==> config.mk <==
export PLATFORM = sky130hd
export DESIGN_NAME = spi_tx_master
export DESIGN_NICKNAME = d
export VERILOG_FILES = /design/src/rtl/spi_tx_master.sv
export SDC_FILE = /design/constraint.sdc
export NUM_CORES = 1
export LEC_CHECK = 0
export BUFFER_PORTS_ARGS = -buffer_cell sky130_fd_sc_hd__buf_2
export CAP_MARGIN = 20
export CORE_ASPECT_RATIO = 1.1
export CORE_UTILIZATION = 57
export DETAILED_ROUTE_END_ITERATION = 8
export PLACE_DENSITY_LB_ADDON = 0.08
export SETUP_SLACK_MARGIN = 0.2
export SLEW_MARGIN = 20
export SYNTH_ARGS = -nofsm -noshare
export SYNTH_HDL_FRONTEND = slang
export SYNTH_SLANG_ARGS = --single-unit
==> constraint.sdc <==
create_clock -name clk -period 4.8 [get_ports clk]
set_input_delay 0.24 -clock clk [delete_from_list [all_inputs] [get_ports clk]]
set_output_delay 0.24 -clock clk [all_outputs]
set_load 0.05 [all_outputs]
==> src/rtl/spi_tx_master.sv <==
module spi_tx_master #(
  parameter int DW    = 8,
  parameter int CNT_W = 7
) (
  input  logic          clk,
  input  logic          rst_n,
  input  logic [1:0]    div_sel,
  input  logic          cpol,
  input  logic          cpha,
  input  logic          wr_en,
  input  logic [DW-1:0] wr_data,
  output logic          tx_empty,
  output logic          busy,
  output logic          sck,
  output logic          mosi
);
  localparam int BIT_W = $clog2(DW);
  localparam logic [BIT_W-1:0] LAST = BIT_W'(DW - 1);

  logic [CNT_W-1:0] cnt, mask;
  logic [DW-1:0]    hold, shreg;
  logic [BIT_W-1:0] bitcnt;
  logic             hold_full, active, sck_r;
  logic             tick, half, load, last_bit;

  always_comb begin
    case (div_sel)
      2'd0:    mask = CNT_W'(1);
      2'd1:    mask = CNT_W'(7);
      2'd2:    mask = CNT_W'(31);
      default: mask = CNT_W'(127);
    endcase
  end

  assign tick     = (cnt & mask) == mask;
  assign half     = (cnt & mask) == (mask >> 1);
  assign last_bit = bitcnt == LAST;
  assign load     = tick && hold_full && (!active || last_bit);

  always_ff @(posedge clk) begin
    if (!rst_n) begin
      cnt       <= '0;
      hold      <= '0;
      hold_full <= 1'b0;
      shreg     <= '0;
      bitcnt    <= '0;
      active    <= 1'b0;
      sck_r     <= 1'b0;
    end else begin
      cnt <= cnt + 1'b1;

      if (load) begin
        shreg     <= hold;
        bitcnt    <= '0;
        active    <= 1'b1;
        hold_full <= 1'b0;
      end else begin
        if (wr_en && !hold_full) begin
          hold      <= wr_data;
          hold_full <= 1'b1;
        end
        if (tick && active) begin
          if (last_bit) begin
            active <= 1'b0;
          end else begin
            bitcnt <= bitcnt + 1'b1;
            shreg  <= {shreg[DW-2:0], 1'b0};
          end
        end
      end

      if (!active && !load)
        sck_r <= cpol;
      else if (tick)
        sck_r <= (load || !last_bit) ? (cpha ? ~cpol : cpol) : cpol;
      else if (half)
        sck_r <= cpha ? cpol : ~cpol;
    end
  end

  assign tx_empty = ~hold_full;
  assign busy     = active;
  assign sck      = sck_r;
  assign mosi     = shreg[DW-1];
endmodule


# After elaboration in Yosys (flattened, before gate mapping)
# Index checks and enable logic that the tools add are counted.
totals:
  latchBits: 0
  mem_count: 0
  input_bits: 15
  ram_bits: 0
  ff_bits: 29
  word_cells: 54
  romBits: 0
classes:
  reduce_logical: 20
  muxes: 13
  addsub: 2
  div_mod_pow: 0
  n_shift: 0
  n_eq_ne: 6
  bitwise_logic: 6
  mul: 0
  order_cmp: 0
op_table:
  columns: ["op", "count"]
  rows:
  - ["$mux 8", 3]
  - ["$pmux 7 s3", 1]
  - ["$mux 1", 9]
  - ["$reduce_and 2->1", 4]
  - ["$add 7x1->7 const B", 1]
  - ["$and 7x7->7", 1]
  - ["$eq 7x6->1", 1]
  - ["$eq 7x7->1", 1]
  - ["$logic_and 1x1->1", 5]
  - ["$not 1->1", 5]
  - ["$logic_not 1->1", 4]
  - ["$reduce_bool 2->1", 2]
  - ["$add 3x1->3 const B", 1]
  - ["$eq 3x3->1 const B", 1]
  - ["$reduce_bool 3->1", 1]
  - ["$eq 2x1->1 const B", 1]
  - ["$eq 2x2->1 const B", 1]
  - ["$logic_not 2->1", 1]
  - ["$logic_or 1x1->1", 2]
  - ["$ne 2x2->1 const B", 1]
  - ["$reduce_or 2->1", 1]

# Depth between registers and ports, before layout
# Gate-level depths: netlist (run 1).
depth:
  ltp_word: 10
  mapped_depth: 8

# Worst setup path before layout (run 1)
# No wires, ideal clock.
synth_path:
  kind: "register to register"
  startpoint: "register active, in the netlist busy"
  endpoint: "register shreg[3]"
  t_arrival_ns: 1.911
  setup_ns: 0.066
  path_stages_with_launch: 7
  synth_period_minus_slack_ns: 1.977
  required_ns: 4.734
  setup_slack_ns: 2.823
  path_buffers: 1
  path_cell_list: "dfxtp_1 nor2b_1 nor2_1 nor3_1 buf_2 o21ai_0 a21oi_2"
synth_between:
  elab_chain_cells: 5
synth_rtl:
  columns: ["element", "line_no", "text"]
  rows:
  - ["start: declaration", "23", "logic hold_full, active, sck_r;"]
  - ["start signal: assignment", "47", "active <= 1'b0;"]
  - ["start signal: assignment", "55", "active <= 1'b1;"]
  - ["start signal: assignment", "64", "active <= 1'b0;"]
  - ["$logic_not 1->1", "38", "assign load = tick && hold_full && (!active || last_bit);"]
  - ["$logic_or 1x1->1", "38", null]
  - ["$logic_and 1x1->1", "38", null]
  - ["$ne 2x2->1 (no source line) / $reduce_bool 2->1 (equally long branches)", null, null]
  - ["$reduce_and 2->1 (no source line)", null, null]
  - ["end signal: assignment", "53", "shreg <= hold;"]
  - ["end signal: assignment", "67", "shreg <= {shreg[DW-2:0], 1'b0};"]
  - ["end: declaration", "21", "logic [DW-1:0] hold, shreg;"]
# Several ways; a longest one is shown, not always the timed one.
# A chain may end at the register's enable or synchronous reset.

# Worst setup path after layout (run 1)
layout_path:
  startpoint: "register bitcnt[0]"
  endpoint: "register shreg[0]"
layout_between:
  elab_chain_cells: 5
layout_rtl:
  columns: ["element", "line_no", "text"]
  rows:
  - ["start: declaration", "22", "logic [BIT_W-1:0] bitcnt;"]
  - ["start signal: assignment", "66", "bitcnt <= bitcnt + 1'b1;"]
  - ["$eq 3x3->1 *", "37", "assign last_bit = bitcnt == LAST;"]
  - ["$logic_or 1x1->1", "38", null]
  - ["$logic_and 1x1->1", "38", null]
  - ["$ne 2x2->1 (no source line) / $reduce_bool 2->1 (equally long branches)", null, null]
  - ["$reduce_and 2->1 (no source line)", null, null]
# Mark *: on every way between the ends. The rest lies on a longest branch, timed or not.

==> results of run 1 <==
cells by family (layout without fill, tap and decap cells):
logic type               after synthesis  count (layout)
AND/OR/NAND/NOR                       43              43
multiplexers                          16              16
flip-flops                            29              29
buffers and inverters                 10              31
XOR/XNOR                               3               3
AO/OA/AOI/OAI                         38              38
adder cells (fa/ha/maj)                3               3
critical path, cell delays in order (launching register included):
cell     delay, ps
dfxtp_1        340
ha_1           210
ha_1           200
nor2b_1        450
nor2_1         100
or3_2          480
a22oi_1        210
nor2_1          60
placed cells by master (no fill, tap or decap), types with 2 or more instances in the layout:
master      n
dfxtp_1    29
nor2_1     19
buf_2      18
mux2i_1    15
o21ai_0    14
a21oi_2     7
nand2_1     6
clkbuf_4    5
inv_1       4
a21oi_1     4
or3_2       3
nand3_1     3
ha_1        3
a2bb2oi_1   2
nor2b_1     2
a32oi_1     2
nor3_1      2
xor2_1      2
per-layer routing:
layer  up-vias  track usage, %  routed length (um)
li1        550               -                   -
met1       514            25.4                1120
met2        26            37.2                1340
met3         2            9.66                 103
met4         0            9.72                  14
met5         -               0                   0
report_power, final:
part	switching [mW]	total, mW	internal, mW
Clock	0.0770	0.146	0.0690
Sequential	0.00701	0.256	0.249
Combinational	0.0267	0.0458	0.0191
flip-flops by register name, indices dropped and copies added (netlist names):
signal,count
cnt,7
shreg,8
sck,1
hold_full,1
bitcnt,3
busy,1
hold,8
path summary, 6_finish.rpt:
check                  start        to  slack (ps)  cells after the start
setup / recovery   bitcnt[0]  shreg[0]        2650                      7
hold / removal    wr_data[1]   hold[1]         160                      3
setup reg to reg   bitcnt[0]  shreg[0]        2650                      7
hold reg to reg      hold[3]   hold[3]         510                      2
area by class of cell:
cell class | instances | area, um2 | area share (%)
clock buffers | 7 | 55.1 | 3.66
inverters | 5 | 18.8 | 1.25
multi-input cells | 103 | 713 | 47.5
flip-flops and latches | 29 | 581 | 38.6
well taps | 30 | 37.5 | 2.50
repair buffers | 19 | 97.6 | 6.49
through the flow:
| step | total power [mW] | cell area (um2) | setup WS, ps |
|---|---|---|---|
| final | 0.448 | 1500 | 2650 |
| after global routing | 0.466 | 1500 | 2550 |
| after CTS | 0.452 | 1500 | 2680 |
| after detailed placement | 0.307 | 1450 | 2720 |
| after global placement | 0.305 | 1450 | 2830 |
| after floorplan | 0.292 | 1330 | 2820 |
==> flow_metrics.env, run 1 <==
export IMPL_yosysMostFrequentCell="dfxtp_1"
export IMPL_finalNonFillerCells=193
export IMPL_cts_made_buffers=5
export IMPL_fin_worst_skew_ps=13.3
export IMPL_grt_pass1_vias=929
export IMPL_dpl_cell_count=186
export IMPL_yosys_warnings=0
export IMPL_fmax_mhz=465
export IMPL_syn2layout_area_growth_pct=12.7
export IMPL_arrival_ps=2350
export IMPL_fin_hold_ws_ps=157
export IMPL_power_density_mw_per_mm2=298
export IMPL_synth_edf_count=0
export IMPL_rsz0062_at_grt="no"
export IMPL_synth_simple_gate_area_share_pct=16.6
export IMPL_status="completed"
export IMPL_post_route_min_period_ps=2150
export IMPL_fillers=189
export IMPL_hpwl_mm=1.78
export IMPL_fin_tns_setup_ps=0
export IMPL_cts_setup_buffers=0
export IMPL_synth_area_per_cell_um2=9.39
export IMPL_finalHoldViolCount=0
export IMPL_drive_gt1_share_pct=24.5
export IMPL_finalCritPeriodShare_pct=44.8
export IMPL_diodes=0
export IMPL_hp_class="in2reg"
export IMPL_peakVddDrop_mv=0.295
export IMPL_clk_pin_slew_ps=90
export IMPL_clock_sinks=29
export IMPL_grt_max_degree=20
export IMPL_antenna_found_initial=0
export IMPL_synth_top_family_by_area="compound AO/OA/AOI/OAI gates"
export IMPL_drt_iter0_markers=8
export IMPL_synth_area_mux_share_pct=12.1
export IMPL_start_util_pct=59.8
export IMPL_finalCoreUtilization_pct=67.4
export IMPL_netlist_top_cell_by_area="dfxtp_1"
export IMPL_synth_compound_area_share_pct=20.0
export IMPL_place_port_buffers=18
export IMPL_die_h_um=52.7
export IMPL_synthesis_nets=160
export IMPL_viasPerCell=5.66
export IMPL_cp_start_kind="flop"
export IMPL_drv_slew=0
export IMPL_core_area_mm2=0.00223
export IMPL_nets=181
export IMPL_firstDrtPassIters=6
export IMPL_synthArstFlopShare_pct=0
export IMPL_cts_max_level=2
export IMPL_routed_wl_mm=2.57
export IMPL_cts_hold_buf=0
export IMPL_design_die_area_mm2=0.00254
export IMPL_cp_data_required_time_ps=5000
export IMPL_grt_use_total_pct=22.9
export IMPL_dieWidth_um=48.1
export IMPL_setup_viol=0
export IMPL_globalplace_congestion=0.763
export IMPL_drcViolationCount=0
export IMPL_overflow=0
export IMPL_yosysSeqAreaShare_pct=43.5
export IMPL_fp_row_count=18
export IMPL_synth_top_area_share_pct=43.5
export IMPL_grt_pass1_wl_mm=3.93
export IMPL_root_buffer="clkbuf_4"
export IMPL_clk_latency_ps=320
export IMPL_io_pins=19
export IMPL_netlist_area_mm2=0.00133
export IMPL_worst_slew_pin_slew_ps=937
export IMPL_synth_flop_cell="dfxtp_1"
export IMPL_synth_area_top_cells="dfxtp_1, mux2i_1, nor2_1, o21ai_0, a21oi_2"
export IMPL_leakagePower_nw=0.567
export IMPL_max_slew_margin_rel_pct=37.4
export IMPL_synthCells=142
export IMPL_synth_fa_ha_area_share_pct=2.81
export IMPL_ant_nets=0
export IMPL_via_count=1092
export IMPL_cp_end_kind="flop"
export IMPL_synth_xor_area_share_pct=1.97
export IMPL_cp_max_fo=6
export IMPL_cts_max_path_buffers=2
export IMPL_ys_ff_latch=29
export IMPL_cts_resized=0
export IMPL_cts_tree="built"
export IMPL_max_cap_viol_count=0
export IMPL_synthDistinctLibCells=38
export IMPL_worst_setup_path_type="reg2reg"
export IMPL_synth_common_cells="dfxtp_1, nor2_1, mux2i_1"
export IMPL_avgRoutedWirePerCell_um=13.3
(Power assumes the default switching activity.)
==> inputs of run 2 (changes only) <==
--- a/config.mk
+++ b/config.mk
@@ -5,10 +5,11 @@
 export SDC_FILE = /design/constraint.sdc
 export NUM_CORES = 1
 export LEC_CHECK = 0
+export ABC_AREA = 1
 export BUFFER_PORTS_ARGS = -buffer_cell sky130_fd_sc_hd__buf_2
 export CAP_MARGIN = 20
 export CORE_ASPECT_RATIO = 1.1
-export CORE_UTILIZATION = 57
+export CORE_UTILIZATION = 50
 export DETAILED_ROUTE_END_ITERATION = 8
 export PLACE_DENSITY_LB_ADDON = 0.08
 export SETUP_SLACK_MARGIN = 0.2
==> constraint.sdc (replaced) <==
create_clock -name clk -period 1.79 [get_ports clk]
set_input_delay 0.0895 -clock clk [delete_from_list [all_inputs] [get_ports clk]]
set_output_delay 0.0895 -clock clk [all_outputs]
set_load 0.05 [all_outputs]
==> flow_metrics.env, run 2 <==
export IMPL_status="completed"
export IMPL_seqCellArea_um2=587
export IMPL_fmax_mhz=652
export IMPL_arrival_ps=1760
export IMPL_hp_class="in2reg"
export IMPL_io_pins=19
export IMPL_drive_gt1_share_pct=21.5
export IMPL_fp_row_count=20
export IMPL_firstDrtPassIters=4
export IMPL_avgRoutedWirePerCell_um=11.7
export IMPL_nets=240
export IMPL_cts_max_path_buffers=2
export IMPL_drv_slew=0
export IMPL_synth_area_per_cell_um2=7.55
export IMPL_synth_edf_count=0
export IMPL_fin_worst_skew_ps=8.77
export IMPL_design_die_area_mm2=0.00310
export IMPL_m1WireLength_mm=1.30
export IMPL_cp_start_kind="flop"
export IMPL_power_frac_seq_pct=52.0
export IMPL_path_buf_inv=2
export IMPL_mostFrequentLayoutCells="nand2_1, nor2_1, dfxtp_1"
export IMPL_globalplace_congestion=0.796
export IMPL_cp_cell_sequence="ha_1 > ha_1 > nor2_4 > buf_4 > nor2_4 > nand2_1 > nand3_1 > nand2_1 > inv_1"
export IMPL_hpwl_mm=2.11
export IMPL_min_delay_path_depth=3
export IMPL_netlist_area_mm2=0.00144
export IMPL_layout_commonest_cell="nand2_1"
export IMPL_cp_end_kind="flop"
export IMPL_reg_top3="hold: 8 flops, shreg: 8 flops, cnt: 7 flops"
export IMPL_finalCritPeriodShare_pct=85.7
export IMPL_worst_slew_pin_slew_ps=492
export IMPL_r2r_slack_ps=260
export IMPL_dieWidth_um=53.2
export IMPL_grt_pass1_wl_mm=4.64
export IMPL_fin_tns_setup_ps=0
export IMPL_max_cap_viol_count=0
export IMPL_internal_power_mw=0.973
export IMPL_dpl_cell_count=238
export IMPL_setup_viol=0
export IMPL_synth_common_cells="nand2_1, dfxtp_1, nor2_1"
export IMPL_core_area_mm2=0.00275
export IMPL_post_route_min_period_ps=1530
export IMPL_power_density_mw_per_mm2=770
export IMPL_netSwitchingPower_mw=0.362
export IMPL_holdCritStartpoint="wr_data[2]"
export IMPL_worst_setup_path_type="reg2reg"
export IMPL_r2r_start="bitcnt[0]"
export IMPL_routed_wl_mm=3.00
export IMPL_clk_latency_ps=330
export IMPL_yosysSeqAreaShare_pct=40.3
export IMPL_synth_area_top_cells="dfxtp_1, nand2_1, nor2_1, inv_1, o21a_1"
export IMPL_peakVddDrop_mv=0.528
export IMPL_cp_data_required_time_ps=2020
export IMPL_comb_power_share_pct=14.1
export IMPL_r2r_end="shreg[6]"
export IMPL_yosysMostFrequentCell="nand2_1"
export IMPL_hold_end="hold[2]"
export IMPL_place_port_buffers=18
export IMPL_grt_use_total_pct=21.0
export IMPL_die_h_um=58.3
export IMPL_cp_max_fo=4
export IMPL_max_slew_margin_rel_pct=67.1
export IMPL_synthArstFlopShare_pct=0
export IMPL_via_count=1283
export IMPL_r2r_cells=9
export IMPL_synth_top_area_share_pct=40.3
export IMPL_p_sw_share_pct=27.1
export IMPL_dr_max_layer_used="met4"
export IMPL_crit_start="bitcnt[0]"
export IMPL_ys_ff_latch=29
export IMPL_critPathMaxStageDelay_ps=350
export IMPL_fin_hold_ws_ps=7.87
export IMPL_leakagePower_nw=0.836
export IMPL_synthDistinctLibCells=30
export IMPL_cts_tree="built"
export IMPL_multi_input_area_um2=762
export IMPL_root_buffer="clkbuf_4"
export IMPL_cts_max_level=2
export IMPL_viasPerCell=5.01
export IMPL_yosys_warnings=0
export IMPL_overflow=0
export IMPL_synthCells=191
export IMPL_diodes=0
export IMPL_cts_made_buffers=5
export IMPL_synthesis_nets=209
export IMPL_clock_sinks=29
export IMPL_drt_iter0_markers=26
export IMPL_drcViolationCount=0
export IMPL_cp_slowest_cell="dfxtp_1"
export IMPL_netlist_top_cell_by_area="dfxtp_1"
export IMPL_start_util_pct=52.4
export IMPL_finalNonFillerCells=256
export IMPL_dr_wl_met2_mm=1.52
export IMPL_antenna_found_initial=0
export IMPL_wl_met3_um=108
export IMPL_rsz0062_at_grt="no"
export IMPL_finalHoldViolCount=0
export IMPL_power_share_clock_pct=33.8
export IMPL_grt_pass1_vias=1163
export IMPL_clk_pin_slew_ps=90
export IMPL_syn2layout_area_growth_pct=20.3
export IMPL_synth_flop_cell="dfxtp_1"
export IMPL_crit_family="simple AND/OR/NAND/NOR gates"
export IMPL_grt_max_degree=21
export IMPL_fillers=268
export IMPL_ant_nets=0
==> run 2: worst min-delay path: stages <==
cell    delay (ps)
buf_2           80
nor2_1          40
nor2_1          90
==> run 2: worst max-delay path by stage <==
stage	slack [ps]	cells past startpoint	to
after floorplan	230	9	shreg[7]
after global placement	230	8	shreg[7]
after detailed placement	170	8	shreg[5]
after CTS	230	9	shreg[5]
after global routing	200	8	shreg[1]
final	260	9	shreg[6]
==> run 2: metrics by stage <==
stage | utilization, % | worst slack, ps | cell area, um2 | power, mW
6_report | 63.0 | 256 | 1730 | 1.34
5_1_grt | 63.0 | 201 | 1730 | 1.40
4_1_cts | 60.8 | 227 | 1670 | 1.34
3_5_place_dp | 55.9 | 167 | 1540 | 0.877
3_3_place_gp | 55.9 | 234 | 1540 | 0.870
2_1_floorplan | - | 231 | 1450 | 0.834
==> run 2: what timing repair did <==
action,CTS,global route
pin swaps,0,2
setup endpoints to repair,11,12
hold buffers,6,0
resized for setup,1,6
buffers inserted,0,3
gates cloned,0,1
hold endpoints to repair,6,0
==> run 2: power by group through the flow <==
| stage | sequential [mW] | clock, mW | combinational, mW |
|---|---|---|---|
| finish | 0.695 | 0.452 | 0.188 |
| global route | 0.698 | 0.493 | 0.208 |
| CTS | 0.694 | 0.468 | 0.179 |
| detailed placement | 0.709 | 0 | 0.168 |
| global placement | 0.708 | 0 | 0.162 |
| floorplan | 0.724 | 0 | 0.109 |
==> run 2: per-layer routing <==
metal | track usage (%) | up-vias
met4 | 11.3 | 0
met3 | 7.24 | 9
met5 | 0 | -
li1 | - | 677
met1 | 21.8 | 579
met2 | 36.5 | 18
==> run 2: layout make-up <==
cell class,instances,share of cell area (%)
Multi-Input combinational cell,136,43.9
Sequential cell,29,33.8
Timing Repair Buffer,27,10.7
Inverter,23,5.12
Clock buffer,7,3.75
Tap cell,33,2.38
Clock inverter,1,0.289
==> run 2: cells by family after synthesis <==
group,share of synthesized area [%]
AO/OA/AOI/OAI,14.8
XOR/XNOR,1.22
adder cells (fa/ha/maj),2.60
buffers and inverters,8.77
flip-flops,40.3
AND/OR/NAND/NOR,32.3
==> inputs of run 3 (changes only) <==
--- a/config.mk
+++ b/config.mk
@@ -9,7 +9,8 @@
 export BUFFER_PORTS_ARGS = -buffer_cell sky130_fd_sc_hd__buf_2
 export CAP_MARGIN = 20
 export CORE_ASPECT_RATIO = 1.1
-export CORE_UTILIZATION = 50
+export CORE_MARGIN = 2
+export CORE_UTILIZATION = 57
 export DETAILED_ROUTE_END_ITERATION = 8
 export PLACE_DENSITY_LB_ADDON = 0.08
 export SETUP_SLACK_MARGIN = 0.2
==> constraint.sdc (replaced) <==
create_clock -name clk -period 1.9 [get_ports clk]
set_input_delay 0.095 -clock clk [delete_from_list [all_inputs] [get_ports clk]]
set_output_delay 0.095 -clock clk [all_outputs]
set_load 0.05 [all_outputs]
==> flow_metrics.env, run 3 (synthesis gave the netlist of run 2 again) <==
export IMPL_preCtsSetupSlack_ps=297
export IMPL_finalCritPeriodShare_pct=80.0
export IMPL_met2_usage_pct=39.1
export IMPL_worst_setup_path_type="reg2reg"
export IMPL_leakagePower_nw=0.807
export IMPL_cp_end_kind="flop"
export IMPL_grt_pass1_vias=1216
export IMPL_globalplace_congestion=0.809
export IMPL_critPathMaxStageDelay_ps=460
export IMPL_cts_made_buffers=5
export IMPL_cp_slowest_cell="dfxtp_1"
export IMPL_setup_viol=0
export IMPL_grt_pass1_wl_mm=4.90
export IMPL_grt_max_degree=21
export IMPL_fin_tns_setup_ps=0
export IMPL_finalHoldViolCount=0
export IMPL_cp_data_required_time_ps=2130
export IMPL_grt_use_total_pct=22.5
export IMPL_fmax_mhz=658
export IMPL_hpwl_mm=2.07
export IMPL_syn2layout_area_growth_pct=15.6
export IMPL_cts_max_level=2
export IMPL_cpMostUsedCell="nand2_1"
export IMPL_fin_worst_skew_ps=5.31
export IMPL_via_count=1275
export IMPL_fillers=229
export IMPL_max_cap_viol_count=0
export IMPL_place_port_buffers=18
export IMPL_design_die_area_mm2=0.00295
export IMPL_start_util_pct=58.9
export IMPL_status="completed"
export IMPL_power_density_mw_per_mm2=698
export IMPL_arrival_ps=1750
export IMPL_met3_usage_pct=7.98
export IMPL_fp_row_count=19
export IMPL_clk_pin_slew_ps=80
export IMPL_path_buf_inv=2
export IMPL_fin_ws_ps=380
export IMPL_cp_max_fo=9
export IMPL_cts_max_path_buffers=2
export IMPL_drv_slew=0
export IMPL_grt_use_met1_pct=24.2
export IMPL_ant_nets=0
export IMPL_cp_start_kind="flop"
export IMPL_overflow=0
export IMPL_drive_gt1_share_pct=16.7
export IMPL_post_route_min_period_ps=1520
export IMPL_seqCellArea_um2=581
export IMPL_routed_wl_mm=2.76
export IMPL_viasPerCell=5.06
export IMPL_hp_class="in2reg"
export IMPL_antenna_found_initial=0
export IMPL_dieWidth_um=51.9
export IMPL_crit_family="simple AND/OR/NAND/NOR gates"
export IMPL_clock_sinks=29
export IMPL_worst_slew_pin_slew_ps=324
export IMPL_cts_tree="built"
export IMPL_peakVddDrop_mv=0.615
export IMPL_reg_top3="hold: 8 flops, shreg: 8 flops, cnt: 7 flops"
export IMPL_clk_latency_ps=320
export IMPL_max_slew_margin_rel_pct=78.4
export IMPL_root_buffer="clkbuf_4"
export IMPL_core_area_mm2=0.00245
export IMPL_io_pins=19
export IMPL_rsz0062_at_grt="no"
export IMPL_multi_input_area_um2=742
export IMPL_die_h_um=56.7
export IMPL_nets=238
export IMPL_drt_iter0_markers=22
export IMPL_cp_cell_sequence="nand2_2 > a21oi_4 > nand4_4 > nor2_8 > inv_4 > nand2_1 > nand3_1 > nand2_1 > inv_1"
export IMPL_top_usage_layer="met2"
export IMPL_firstDrtPassIters=5
export IMPL_diodes=0
export IMPL_avgRoutedWirePerCell_um=11.0
export IMPL_drcViolationCount=0
export IMPL_layout_commonest_cell="nand2_1"
export IMPL_mostFrequentLayoutCells="nand2_1, dfxtp_1, nor2_1"
[run 3: repair_timing]
item	CTS	global route
gates resized for setup	0	1
setup buffers	0	0
hold buffers	7	0
endpoints found under the setup margin	0	9
hold endpoints to repair	7	0
[run 3: final timing paths]
path	depth (start not counted)	slack (ps)	end	start
max	9	380	shreg[2]	cnt[4]
min	3	30	hold[6]	wr_data[6]
max reg2reg	9	380	shreg[2]	cnt[4]
min reg2reg	2	460	shreg[0]	hold[0]
[run 3: layer usage]
metal	wire length [um]	share of wire [%]
met3	116	4.2
met2	1410	51
met5	0	0
met4	44	1.6
met1	1190	43
[run 3: per-stage QoR]
stage               instances  power (mW)  cell area (um2)  hold WS, ps  util, %
floorplan                 191       0.785             1440          230        -
detailed placement        237       0.828             1540          323     63.0
finish                    252        1.16             1670         25.3     68.1
global placement          237       0.822             1540          317     63.0
CTS                       252        1.18             1660         1.69     67.9
global route              252        1.23             1670         44.6     68.1
[run 3: layout make-up]
cell class / instances / share of cell area (%)
multi-input combinational: 135 / 44.5
sequential: 29 / 34.8
timing repair buffer: 26 / 10.1
inverter: 23 / 5.33
clock buffer: 8 / 2.93
tap: 31 / 2.33
[run 3: worst reg2reg max path, cell delays in order, from the launching register on]
cell and delay [ps]:
dfxtp_1 460, nand2_2 120, a21oi_4 170, nand4_4 180
nor2_8 200, inv_4 80, nand2_1 70, nand3_1 60
nand2_1 60, inv_1 40
[run 3: where the power goes]
part           internal, mW  leakage (nW)  switching, mW
logic                0.0633         0.543          0.108
clock network         0.147        0.0265          0.191
registers             0.636         0.237         0.0180
